$ cat config.mk
export PLATFORM = sky130hd
export DESIGN_NAME = twb_front_end
export DESIGN_NICKNAME = d
export VERILOG_FILES = /design/src/rtl/twb_pkg.sv /design/src/rtl/twb_line_filter.sv /design/src/rtl/twb_cond_detect.sv /design/src/rtl/twb_sda_hold.sv /design/src/rtl/twb_front_end.sv
export SDC_FILE = /design/constraint.sdc
export NUM_CORES = 1
export LEC_CHECK = 0
export BUFFER_PORTS_ARGS = -buffer_cell sky130_fd_sc_hd__buf_2
export CAP_MARGIN = 15
export CORE_ASPECT_RATIO = 1.25
export CORE_MARGIN = 5
export CORE_UTILIZATION = 40
export DETAILED_ROUTE_END_ITERATION = 8
export GPL_ROUTABILITY_DRIVEN = 0
export HOLD_SLACK_MARGIN = 0.12
export PLACE_DENSITY = 0.62
export SYNTH_ARGS = -nofsm -noshare
export SYNTH_HDL_FRONTEND = slang
export SYNTH_SLANG_ARGS = --single-unit
$ cat constraint.sdc
create_clock -name clk -period 1.88 [get_ports clk]
set_clock_uncertainty 0.2 [all_clocks]
set_input_delay 0.188 -clock clk [delete_from_list [all_inputs] [get_ports clk]]
set_output_delay 0.188 -clock clk [all_outputs]
set_load 0.03 [all_outputs]
$ cat src/rtl/twb_pkg.sv
// Package twb_pkg
// Shared helpers and types for the two-wire bus front end.
// Assumes all time values are given as whole nanoseconds.
package twb_pkg;

    // Pair of bus line levels, used for the raw and the filtered views.
    typedef struct packed {
        logic scl;
        logic sda;
    } twb_lines_t;

    // Integer division rounded up; used to turn a time into a cycle count.
    function automatic int ceil_div(input int num, input int den);
        return (num + den - 1) / den;
    endfunction

endpackage

$ cat src/rtl/twb_line_filter.sv
// Module twb_line_filter
// Brings one asynchronous bus line into the clock domain through a
// SYNC_STAGES-flop chain. It then accepts a new level only after that
// level has been seen for FILT_CYCLES consecutive clocks.
// Assumes the line rests high (pulled up) when nobody drives it.
module twb_line_filter #(
    parameter int SYNC_STAGES = 2,
    parameter int FILT_CYCLES = 6
) (
    input  logic clk,
    input  logic rst_n,
    input  logic line_raw,
    output logic line_filt
);
    localparam int CW = (FILT_CYCLES > 1) ? $clog2(FILT_CYCLES) : 1;
    localparam logic [CW-1:0] LAST = CW'(FILT_CYCLES - 1);

    logic [SYNC_STAGES-1:0] sync_q;
    logic [CW-1:0]          run_cnt;
    logic                   line_q;

    // Shift the raw level through the synchronizer chain.
    always_ff @(posedge clk) begin
        if (!rst_n) sync_q <= '1;
        else        sync_q <= {sync_q[SYNC_STAGES-2:0], line_raw};
    end

    // Count how long the synchronized level has differed; flip when long enough.
    always_ff @(posedge clk) begin
        if (!rst_n) begin
            run_cnt <= '0;
            line_q  <= 1'b1;
        end else if (sync_q[SYNC_STAGES-1] == line_q) begin
            run_cnt <= '0;
        end else if (run_cnt == LAST) begin
            run_cnt <= '0;
            line_q  <= sync_q[SYNC_STAGES-1];
        end else begin
            run_cnt <= run_cnt + 1'b1;
        end
    end

    assign line_filt = line_q;
endmodule

$ cat src/rtl/twb_cond_detect.sv
// Module twb_cond_detect
// Finds clock edges and framing conditions on the filtered lines and
// registers them as one-cycle strobes. A framing condition outranks a
// clock edge seen in the same cycle. The module also latches the data
// level at each clock rise and tracks whether a transfer is open.
// Assumes both inputs are already synchronous and glitch-free.
module twb_cond_detect (
    input  logic              clk,
    input  logic              rst_n,
    input  twb_pkg::twb_lines_t lines,
    output logic              scl_rise,
    output logic              scl_fall,
    output logic              start_det,
    output logic              stop_det,
    output logic              data_bit,
    output logic              bus_idle
);
    logic scl_q, sda_q, busy_q;
    logic sda_fell, sda_rose, start_c, stop_c, frame_c, rise_c, fall_c;

    // Classify the current cycle from the previous and the present levels.
    always_comb begin
        sda_fell = sda_q & ~lines.sda;
        sda_rose = ~sda_q & lines.sda;
        start_c  = scl_q & sda_fell;
        stop_c   = scl_q & sda_rose;
        frame_c  = start_c | stop_c;
        rise_c   = ~scl_q & lines.scl & ~frame_c;
        fall_c   = scl_q & ~lines.scl & ~frame_c;
    end

    // Keep the previous levels and register the strobes.
    always_ff @(posedge clk) begin
        if (!rst_n) begin
            scl_q     <= 1'b1;
            sda_q     <= 1'b1;
            scl_rise  <= 1'b0;
            scl_fall  <= 1'b0;
            start_det <= 1'b0;
            stop_det  <= 1'b0;
        end else begin
            scl_q     <= lines.scl;
            sda_q     <= lines.sda;
            scl_rise  <= rise_c;
            scl_fall  <= fall_c;
            start_det <= start_c;
            stop_det  <= stop_c;
        end
    end

    // Capture the data level on each clock rise.
    always_ff @(posedge clk) begin
        if (!rst_n)      data_bit <= 1'b0;
        else if (rise_c) data_bit <= lines.sda;
    end

    // Open a transfer on START and close it on STOP.
    always_ff @(posedge clk) begin
        if (!rst_n)       busy_q <= 1'b0;
        else if (start_c) busy_q <= 1'b1;
        else if (stop_c)  busy_q <= 1'b0;
    end

    assign bus_idle = ~busy_q;
endmodule

$ cat src/rtl/twb_sda_hold.sv
// Module twb_sda_hold
// Owns the open-drain enable for the data line. Every clock-fall strobe
// freezes the current drive for HOLD_CYCLES clocks. Outside that window
// the drive follows the requested level one clock later.
// Assumes the requester only asks for changes while the bus clock is low.
module twb_sda_hold #(
    parameter int HOLD_CYCLES = 30
) (
    input  logic clk,
    input  logic rst_n,
    input  logic scl_fall,
    input  logic tx_sda_release,
    output logic sda_pull_low
);
    localparam int HW = $clog2(HOLD_CYCLES + 1);
    localparam logic [HW-1:0] LOAD = HW'(HOLD_CYCLES);

    logic [HW-1:0] hold_cnt;
    logic          release_q;

    // Restart the hold on a clock fall; otherwise count down, then follow the request.
    always_ff @(posedge clk) begin
        if (!rst_n) begin
            hold_cnt  <= '0;
            release_q <= 1'b1;
        end else if (scl_fall) begin
            hold_cnt  <= LOAD;
        end else if (hold_cnt != '0) begin
            hold_cnt  <= hold_cnt - 1'b1;
        end else begin
            release_q <= tx_sda_release;
        end
    end

    assign sda_pull_low = ~release_q;
endmodule

$ cat src/rtl/twb_front_end.sv
// Module twb_front_end
// Top of the two-wire bus front end: two line filters, the condition
// detector and the transmit hold. Cycle counts come from the system clock
// period so the same code serves any oversampling rate.
// Assumes CLK_NS is well below the bus clock low and high times.
module twb_front_end #(
    parameter int CLK_NS      = 10,
    parameter int SPIKE_NS    = 50,
    parameter int HOLD_NS     = 300,
    parameter int SYNC_STAGES = 2
) (
    input  logic clk,
    input  logic rst_n,
    input  logic scl_in,
    input  logic sda_in,
    input  logic tx_sda_release,
    output logic scl_rise,
    output logic scl_fall,
    output logic start_det,
    output logic stop_det,
    output logic data_bit,
    output logic bus_idle,
    output logic sda_pull_low
);
    import twb_pkg::*;

    localparam int FILT_CYCLES = SPIKE_NS / CLK_NS + 1;
    localparam int HOLD_CYCLES = ceil_div(HOLD_NS, CLK_NS);
    localparam int NLINES      = 2;

    logic [NLINES-1:0] raw_vec, filt_vec;
    twb_lines_t        filt;

    assign raw_vec = {scl_in, sda_in};

    // One identical filter per line so both lines see the same latency.
    for (genvar g = 0; g < NLINES; g++) begin : g_line
        twb_line_filter #(
            .SYNC_STAGES (SYNC_STAGES),
            .FILT_CYCLES (FILT_CYCLES)
        ) u_filt (
            .clk       (clk),
            .rst_n     (rst_n),
            .line_raw  (raw_vec[g]),
            .line_filt (filt_vec[g])
        );
    end

    assign filt = twb_lines_t'(filt_vec);

    twb_cond_detect u_det (
        .clk       (clk),
        .rst_n     (rst_n),
        .lines     (filt),
        .scl_rise  (scl_rise),
        .scl_fall  (scl_fall),
        .start_det (start_det),
        .stop_det  (stop_det),
        .data_bit  (data_bit),
        .bus_idle  (bus_idle)
    );

    twb_sda_hold #(
        .HOLD_CYCLES (HOLD_CYCLES)
    ) u_hold (
        .clk            (clk),
        .rst_n          (rst_n),
        .scl_fall       (scl_fall),
        .tx_sda_release (tx_sda_release),
        .sda_pull_low   (sda_pull_low)
    );
endmodule

==> results.sh, run 1 <==
export IMPL_yosys_register_bits=26
export IMPL_dp_hpwl_um=1110
export IMPL_root_buffer="clkbuf_4"
export IMPL_timing_setup_tns_ns=0
export IMPL_synthTopCellsByCount="dfxtp_1, nor2_1, inv_1"
export IMPL_clkPwrFrac=0.287
export IMPL_cpPeakStageDelay_ns=0.36
export IMPL_slowest_stage="nor4b_4"
export IMPL_p_sw_mw=0.329
export IMPL_wire_per_inst_um=9.95
export IMPL_ys_flop_type="dfxtp_1"
export IMPL_ios=12
export IMPL_crit_arrival_ns=1.76
export IMPL_cts_hold_buffers_added=6
export IMPL_clk_path_buf_depth=2
export IMPL_start_kind="flop"
export IMPL_drtAntennaViolNets=0
export IMPL_powerDensity_nw_per_um2=1080
export IMPL_p_seq_frac=0.488
export IMPL_grt_pass1_wl_um=2800
export IMPL_wl_um=1540
export IMPL_cts_tree="built"
export IMPL_vias=726
export IMPL_cts_clk_slew_worst_paths_ns=0.14
export IMPL_dp_cells=145
export IMPL_syn_cell_area_um2=995
export IMPL_ys_types=26
export IMPL_syn_num_nets=112
export IMPL_ys_warn_count=0
export IMPL_clkSinkCount=26
export IMPL_grt_max_degree=16
export IMPL_fmax_ghz=0.576
export IMPL_p_leak_nw=0.521
export IMPL_synth_area_leaders="dfxtp_1, ha_1, nand2b_1, nor2_1, inv_1"
export IMPL_track_usage=0.106
export IMPL_critPathMaxFanout=6
export IMPL_fillers=238
export IMPL_fin_hold_ws_ns=0.217
export IMPL_synthCells=102
export IMPL_die_w_um=54.6
export IMPL_synth_top_area_frac=0.523
export IMPL_slew_violations=0
export IMPL_max_slew_worst_pin_slew_ns=0.375
export IMPL_drive_gt1_frac=0.148
export IMPL_fin_cells=155
export IMPL_hold_viol_final=0
export IMPL_setup_viol=0
export IMPL_syn2layout_area_growth_pct=20.9
export IMPL_rsz0062_at_grt="no"
export IMPL_htreeDepth=1
export IMPL_grt_antenna_before_repair=0
export IMPL_min_period_over_period=0.923
export IMPL_die_area_um2=3590
export IMPL_clock_latency_ns=0.31
export IMPL_synth_most_common_cell="dfxtp_1"
export IMPL_io_buffers=11
export IMPL_ys_async_sr_fraction=0
export IMPL_crit_path_end_kind="flop"
export IMPL_hp_class="flop to flop"
export IMPL_grt_remaining_overflow=0
export IMPL_path_class="flop to flop"
export IMPL_avgViaCountPerCell=4.68
export IMPL_die_y_um=65.8
export IMPL_max_cap_violations=0
export IMPL_drc=0
export IMPL_outcome="finished, final reports clean"
export IMPL_nets=133
export IMPL_core_um2=2400
export IMPL_p_sw_frac=0.254
export IMPL_cts_buffers=3
export IMPL_dr_pass1_iters=4
export IMPL_combPwrFrac=0.225
export IMPL_yosysSeqAreaShare=0.523
export IMPL_rows=20
export IMPL_drt_iter0_markers=20
export IMPL_synth_top_cell_by_area="dfxtp_1"
export IMPL_diodes=0
export IMPL_timing_final_ws_setup_ns=0.145
export IMPL_grt_pass1_vias=710
export IMPL_place_ws_ns=0.157
export IMPL_post_cts_resized=0
export IMPL_cp_required_ns=1.90
export IMPL_p_int_mw=0.968
export IMPL_crit_chain="inv_1 -> ha_1 -> nor4b_4 -> a21oi_1 -> a311o_1"
export IMPL_synth_edf_count=0
export IMPL_slew_headroom=0.749
export IMPL_peakVddDrop_v=0.000524
export IMPL_initial_core_util=0.414
export IMPL_postCtsSetupRepairBufs=0
export IMPL_finalCoreUtilization=0.501
export IMPL_synth_area_per_cell_um2=9.75
export IMPL_min_period_ns=1.74
-- power by group through the flow --
stage	clock network (mW)	logic, mW	registers, mW
finish	0.372	0.291	0.633
global route	0.421	0.329	0.640
CTS	0.396	0.293	0.633
detailed placement	0	0.279	0.645
global placement	0	0.273	0.643
floorplan	0	0.234	0.638
-- area by class of cell --
class / instances / area, um^2 / area share
Clock buffer: 3 / 22.5 / 0.0187
Inverter: 10 / 37.5 / 0.0312
Tap cell: 33 / 41.3 / 0.0343
Multi-Input combinational cell: 64 / 428 / 0.356
Sequential cell: 26 / 520 / 0.433
Clock inverter: 1 / 30.0 / 0.0250
Timing Repair Buffer: 18 / 123 / 0.102
-- cell usage in the layout, fill, tap and decap left out --
master and count:
ha_1 5, nor3_1 4, xor2_1 3, nor2b_1 1
nor3b_1 2, nand2_1 7, clkbuf_4 3, buf_4 1
or3b_2 1, dfxtp_1 26, o21a_1 1, a21oi_1 4
buf_2 11, o31ai_1 1, nand3_1 6, mux2i_1 3
o211ai_1 1, nor4b_4 1, dlygate4sd3_1 6, inv_1 10
a31oi_1 1, bufinv_16 1, nor2_1 11, a311oi_1 1
a311o_1 1, nand2b_1 7, or2b_1 1, o311a_1 1
xnor2_1 1
-- registers in the layout (all words and copies together) (netlist names) --
| name | count |
|---|---|
| u_hold.hold_cnt | 5 |
| g_line.u_filt.sync_q | 4 |
| u_det.scl_q | 1 |
| u_det.scl_rise | 1 |
| u_hold.release_q | 1 |
| g_line.u_filt.run_cnt | 6 |
| u_det.stop_det | 1 |
| u_det.busy_q | 1 |
| u_det.start_det | 1 |
| g_line.u_filt.line_filt | 2 |
| u_det.scl_fall | 1 |
| u_det.sda_q | 1 |
| u_det.data_bit | 1 |
-- worst max-delay path, delay by kind of cell, from the launching register on --
| kind | cells | cell delay [ns] |
|---|---|---|
| simple gates | 1 | 0.36 |
| compound gates | 2 | 0.44 |
| flops | 1 | 0.33 |
| buf+inv | 1 | 0.09 |
| fa+ha+maj | 1 | 0.22 |
-- worst paths after layout --
kind	slack [ns]	startpoint	cells past startpoint	to
max reg2reg	0.14	u_hold.hold_cnt[0]	5	u_hold.release_q
min reg2reg	0.22	g_line[1].u_filt.sync_q[0]	1	g_line[1].u_filt.sync_q[1]
min	0.22	g_line[1].u_filt.sync_q[0]	1	g_line[1].u_filt.sync_q[1]
max	0.14	u_hold.hold_cnt[0]	5	u_hold.release_q
-- per-stage QoR --
| step | cell area (um^2) | total power [mW] |
|---|---|---|
| 2_1_floorplan | 995 | 0.872 |
| 3_3_place_gp | 1090 | 0.916 |
| 3_5_place_dp | 1090 | 0.924 |
| 4_1_cts | 1200 | 1.32 |
| 5_1_grt | 1200 | 1.39 |
| 6_report | 1200 | 1.30 |
-- kinds of logic (layout without fill, tap and decap cells) --
logic type,Yosys count,count (layout),synth area share
fa+ha+maj,5,5,0.0629
compound gates,11,11,0.0780
mux,3,3,0.0302
xor+xnor,4,4,0.0352
simple gates,41,41,0.224
buf+inv,12,32,0.0465
flops,26,26,0.523
-- per-layer routing --
layer	vias to the layer above	track usage	wire, um
li1	381	-	-
met2	10	0.176	766
met4	0	0.0654	18
met3	2	0.0204	53
met1	333	0.120	705
met5	-	0	0
No activity file was read; power rests on OpenSTA's default activity.
==> run 2: changes to the inputs <==
- ABC_AREA: not set -> 1
==> run 2 against run 1 <==
Against the previous run: non-clock buffer count decreased by 2; global-route usage rose by 0.075 points; register-to-register slack is essentially flat; clock-buffer cell count unchanged; clock power hardly changed; synthesized cell count increased by 9.8%; combinational power up 24%; worst setup slack improved by 0.0017 ns; highest routed layer unchanged.
==> results.sh, run 2 <==
export IMPL_dr_pass1_iters=3
export IMPL_cpPeakStageDelay_ns=0.56
export IMPL_diodes=0
export IMPL_grt_pass1_vias=721
export IMPL_min_period_ns=1.73
export IMPL_timing_final_ws_setup_ns=0.146
export IMPL_root_buffer="clkbuf_4"
export IMPL_hp_class="flop to flop"
export IMPL_slew_headroom=0.852
export IMPL_crit_path_end_kind="flop"
export IMPL_r2r_start="u_hold.hold_cnt[1]"
export IMPL_slew_violations=0
export IMPL_drc=0
export IMPL_synthTopCellsByCount="dfxtp_1, nand2_1, nor2_1"
export IMPL_syn_num_nets=122
export IMPL_die_area_um2=3550
export IMPL_start_kind="flop"
export IMPL_wire_per_inst_um=9.47
export IMPL_postCtsSetupRepairBufs=0
export IMPL_dpl_instance_area_um2=1060
export IMPL_p_leak_nw=0.541
export IMPL_ys_flop_type="dfxtp_1"
export IMPL_grt_pass1_wl_um=2880
export IMPL_reg2reg_setup_slack_ns=0.15
export IMPL_clkSinkCount=26
export IMPL_timing_setup_tns_ns=0
export IMPL_fin_cells=163
export IMPL_vias=727
export IMPL_synth_area_per_cell_um2=8.76
export IMPL_io_buffers=11
export IMPL_yosysSeqAreaShare=0.531
export IMPL_min_period_over_period=0.922
export IMPL_p_total_mw=1.38
export IMPL_avgViaCountPerCell=4.46
export IMPL_worstHoldEndpoint="g_line[1].u_filt.sync_q[1]"
export IMPL_top_register="g_line.u_filt.run_cnt"
export IMPL_crit_chain="inv_2 -> ha_4 -> nand4_1 -> nand2_1 -> nand3_1 -> dlygate4sd3_1"
export IMPL_hp_start="g_line[1].u_filt.sync_q[0]"
export IMPL_die_w_um=54.3
export IMPL_drtAntennaViolNets=0
export IMPL_dp_hpwl_um=1170
export IMPL_reg2reg_depth=6
export IMPL_dp_cells=154
export IMPL_powerDensity_nw_per_um2=1180
export IMPL_rsz0062_at_grt="no"
export IMPL_ys_warn_count=0
export IMPL_ys_async_sr_fraction=0
export IMPL_clk_path_buf_depth=2
export IMPL_synth_area_leaders="dfxtp_1, nand2_1, ha_1, nand3_1, nor2_1"
export IMPL_grt_antenna_before_repair=0
export IMPL_fmax_ghz=0.577
export IMPL_reg_top3="g_line.u_filt.run_cnt (6), u_hold.hold_cnt (5), g_line.u_filt.sync_q (4)"
export IMPL_grt_remaining_overflow=0
export IMPL_nets=141
export IMPL_outcome="finished, final reports clean"
export IMPL_setup_viol=0
export IMPL_fin_hold_ws_ns=0.209
export IMPL_critPathMaxFanout=5
export IMPL_core_um2=2400
export IMPL_cts_tree="built"
export IMPL_yosys_register_bits=26
export IMPL_hold_viol_final=0
export IMPL_syn_cell_area_um2=981
export IMPL_synth_top_area_frac=0.531
export IMPL_crit_arrival_ns=1.74
export IMPL_synthCells=112
export IMPL_track_usage=0.107
export IMPL_rows=20
export IMPL_die_y_um=65.4
export IMPL_cp_required_ns=1.89
export IMPL_max_cap_violations=0
export IMPL_place_ws_ns=0.590
export IMPL_clock_latency_ns=0.32
export IMPL_drt_iter0_markers=4
export IMPL_peakVddDrop_v=0.000680
export IMPL_min_delay_path_depth=1
export IMPL_max_slew_worst_pin_slew_ns=0.222
export IMPL_largest_reg_flops=6
export IMPL_wl_um=1540
export IMPL_syn2layout_area_growth_pct=19.8
export IMPL_final_cell_area_um2=1170
export IMPL_drive_gt1_frac=0.200
export IMPL_synth_most_common_cell="dfxtp_1"
export IMPL_ys_types=19
export IMPL_mostFrequentLayoutCells="dfxtp_1, nand2_1, nor2_1"
export IMPL_initial_core_util=0.408
export IMPL_grt_max_degree=16
export IMPL_r2r_end="u_hold.release_q"
export IMPL_finalCoreUtilization=0.489
export IMPL_slowest_stage="dlygate4sd3_1"
export IMPL_ios=12
export IMPL_htreeDepth=1
export IMPL_layout_commonest_cell="dfxtp_1"
export IMPL_cts_buffers=3
export IMPL_synth_edf_count=0
export IMPL_path_class="flop to flop"
export IMPL_cts_clk_slew_worst_paths_ns=0.14
export IMPL_synth_top_cell_by_area="dfxtp_1"
[run 2: changes by cell type after synthesis, sizes merged, moves of 2 or more]
cell,change
or2,+5
nand4,+2
nand2,+11
a21oi,+3
nor2,+4
mux2i,-3
inv,+4
nor3,-4
nor3b,-2
nand2b,-7
nand3,+6
[run 2: worst max-delay path, delay by kind of cell (launching register included)]
kind	cells	cell delay [ns]
buf+inv	2	0.63
flops	1	0.36
fa+ha+maj	1	0.16
simple gates	3	0.30
[run 2: layout make-up]
type | count | area [um^2]
Tap cell | 33 | 41.3
Clock buffer | 3 | 22.5
Clock inverter | 1 | 30.0
Inverter | 14 | 52.6
Multi-Input combinational cell | 70 | 402
Timing Repair Buffer | 16 | 105
Fill cell | 241 | 1230
Sequential cell | 26 | 522
[run 2: where the power goes]
part           switching (mW)  leakage, nW  internal, mW
Combinational           0.202        0.301         0.157
Sequential             0.0412        0.212         0.606
Clock                   0.158       0.0279         0.215
[run 2: worst max-delay path by stage]
| stage | from | to | cells past startpoint |
|---|---|---|---|
| 2_1_floorplan | u_det.scl_fall | u_hold.release_q | 5 |
| 3_3_place_gp | u_hold.hold_cnt[0] | u_hold.release_q | 5 |
| 3_5_place_dp | u_hold.hold_cnt[0] | u_hold.release_q | 5 |
| 4_1_cts | u_hold.hold_cnt[0] | u_hold.release_q | 6 |
| 5_1_grt | u_hold.hold_cnt[0] | u_hold.release_q | 7 |
| 6_report | u_hold.hold_cnt[1] | u_hold.release_q | 6 |
[run 2: layer usage]
layer  track usage  part of all wire
met5             0                 0
met1         0.117              0.44
met4        0.0374            0.0097
met2         0.192              0.52
met3        0.0272             0.030
[run 2: cell families (layout without fill, tap and decap cells)]
logic type      after synthesis  in the layout  synth area share
fa+ha+maj                     5              5            0.0638
xor+xnor                      4              4            0.0357
compound gates                8              8            0.0446
flops                        26             26             0.531
simple gates                 53             53             0.253
buf+inv                      16             34            0.0727
[run 2: repair_timing]
item                       in CTS  in global routing
hold buffers                    5                  0
gates resized for setup         0                  5
setup endpoints to repair       0                  1
hold endpoints to repair       15                  0
==> run 3: changes to the inputs <==
- CORE_MARGIN: 5 -> 10
- RECOVER_POWER: not set -> 50
==> run 3 against run 2 <==
Against the previous run: fmax rose by 14%; power fell by 10%; first-iteration DRC count rose to 8.5 times the previous value; sequential power fell by 0.9%; via count fell by 0.14%; combinational power fell by 10%; register-to-register slack improved by 0.40 ns; largest power group unchanged.
==> results.sh, run 3 (synthesis results as in run 2) <==
export IMPL_track_usage=0.0706
export IMPL_dp_cells=154
export IMPL_cts_buffers=3
export IMPL_grt_pass1_vias=712
export IMPL_drtAntennaViolNets=0
export IMPL_layout_commonest_cell="dfxtp_1"
export IMPL_path_class="input port to flop"
export IMPL_cts_clk_slew_worst_paths_ns=0.13
export IMPL_top_register="g_line.u_filt.run_cnt"
export IMPL_fin_hold_ws_ns=0.221
export IMPL_clk_path_buf_depth=2
export IMPL_wl_um=1590
export IMPL_met2_length_um=816
export IMPL_cts_tree="built"
export IMPL_slowest_stage="dlygate4sd3_1"
export IMPL_crit_path_end_kind="flop"
export IMPL_register_area_um2=520
export IMPL_grt_max_degree=15
export IMPL_ios=12
export IMPL_wire_per_inst_um=9.83
export IMPL_dpl_instance_area_um2=1060
export IMPL_max_cap_violations=0
export IMPL_crit_arrival_ns=1.55
export IMPL_largest_reg_flops=6
export IMPL_mostFrequentLayoutCells="dfxtp_1, nand2_1, inv_1, nor2_1, nand3_1"
export IMPL_root_buffer="clkbuf_4"
export IMPL_peakVddDrop_v=0.000515
export IMPL_reg2reg_depth=5
export IMPL_reg2reg_setup_slack_ns=0.55
export IMPL_rows=20
export IMPL_cp_startpoint="rst_n"
export IMPL_hp_class="flop to flop"
export IMPL_met1_length_um=693
export IMPL_cpPeakStageDelay_ns=0.53
export IMPL_grt_remaining_overflow=0
export IMPL_clock_latency_ns=0.31
export IMPL_drt_iter0_markers=34
export IMPL_slew_headroom=0.747
export IMPL_r2r_start="u_hold.hold_cnt[0]"
export IMPL_die_y_um=75.4
export IMPL_final_cell_area_um2=1130
export IMPL_drc=0
export IMPL_timing_setup_tns_ns=0
export IMPL_setup_viol=0
export IMPL_die_w_um=64.3
export IMPL_grt_antenna_before_repair=0
export IMPL_rsz0062_at_grt="no"
export IMPL_hold_viol_final=0
export IMPL_place_ws_ns=0.557
export IMPL_max_slew_worst_pin_slew_ns=0.379
export IMPL_diodes=0
export IMPL_grt_pass1_wl_um=2750
export IMPL_dp_hpwl_um=1240
export IMPL_vias=726
export IMPL_worstHoldEndpoint="g_line[1].u_filt.sync_q[1]"
export IMPL_hp_start="g_line[1].u_filt.sync_q[0]"
export IMPL_io_buffers=11
export IMPL_core_um2=2400
export IMPL_cp_required_ns=1.91
export IMPL_fmax_ghz=0.658
export IMPL_min_period_over_period=0.809
export IMPL_fin_cells=162
export IMPL_min_delay_path_depth=1
export IMPL_slew_violations=0
export IMPL_post_cts_resized=0
export IMPL_critPathMaxFanout=13
export IMPL_p_total_mw=1.24
export IMPL_r2r_end="u_hold.release_q"
export IMPL_drive_gt1_frac=0.140
export IMPL_met3_length_um=52
export IMPL_p_leak_nw=0.519
export IMPL_crit_chain="dlygate4sd3_1 -> buf_2 -> inv_1 -> nor2_1 -> a31o_2"
export IMPL_outcome="finished, final reports clean"
export IMPL_avgViaCountPerCell=4.48
export IMPL_dr_pass1_iters=2
export IMPL_multi_input_area_um2=389
export IMPL_reg_top3="g_line.u_filt.run_cnt (6), u_hold.hold_cnt (5), g_line.u_filt.sync_q (4)"
export IMPL_initial_core_util=0.408
export IMPL_finalCoreUtilization=0.471
export IMPL_clkSinkCount=26
export IMPL_timing_final_ws_setup_ns=0.359
export IMPL_nets=140
export IMPL_min_period_ns=1.52
export IMPL_start_kind="input port"
export IMPL_routed_top_layer="met4"
export IMPL_die_area_um2=4850
export IMPL_powerDensity_nw_per_um2=1090
export IMPL_htreeDepth=1
export IMPL_fillers=255
export IMPL_syn2layout_area_growth_pct=15.3
==> run 3: changes by cell type in the layout (fill, tap and decap cells not counted) <==
cell / before / now
buf_2: 11 / 8
bufinv_16: 1 / 0
clkbuf_1: 0 / 3
clkbuf_8: 0 / 1
dfxtp_1: 25 / 26
dfxtp_2: 1 / 0
dlygate4sd3_1: 5 / 4
ha_1: 4 / 5
ha_4: 1 / 0
inv_1: 11 / 14
inv_2: 3 / 0
==> run 3: critical path: cells and delay by family <==
kind                   cells  cell delay [ns]
buffers and inverters      3             1.03
AO/OA/AOI/OAI              1             0.22
AND/OR/NAND/NOR            1             0.11
==> run 3: layout make-up <==
type	instances	area share
multi-input cells	70	0.344
repair buffers	15	0.0808
clock buffers	4	0.0321
flip-flops and latches	26	0.460
well taps	33	0.0365
inverters	14	0.0465
==> run 3: worst max path at each step <==
stage / to / slack [ns] / cells past startpoint
2_1_floorplan: u_hold.release_q / 0.63 / 5
3_3_place_gp: u_hold.release_q / 0.65 / 5
3_5_place_dp: u_hold.release_q / 0.56 / 5
4_1_cts: u_det.busy_q / 0.50 / 5
5_1_grt: u_det.busy_q / 0.28 / 5
6_report: u_det.busy_q / 0.36 / 5
==> run 3: power by group <==
| part | switching (mW) | total [mW] | leakage, nW | internal, mW |
|---|---|---|---|---|
| sequential | 0.0382 | 0.642 | 0.212 | 0.604 |
| clock | 0.154 | 0.272 | 0.0210 | 0.118 |
| combinational | 0.198 | 0.323 | 0.286 | 0.125 |
==> run 3: layer usage <==
metal	vias to the layer above	track usage
li1	386	-
met1	326	0.0598
met2	10	0.133
met3	4	0.0294
met4	0	0.0476
met5	-	0
==> run 3: repair_timing <==
action                    in CTS  in global routing
hold endpoints to repair      15                  0
hold buffers                   4                  0
setup buffers                  0                  0
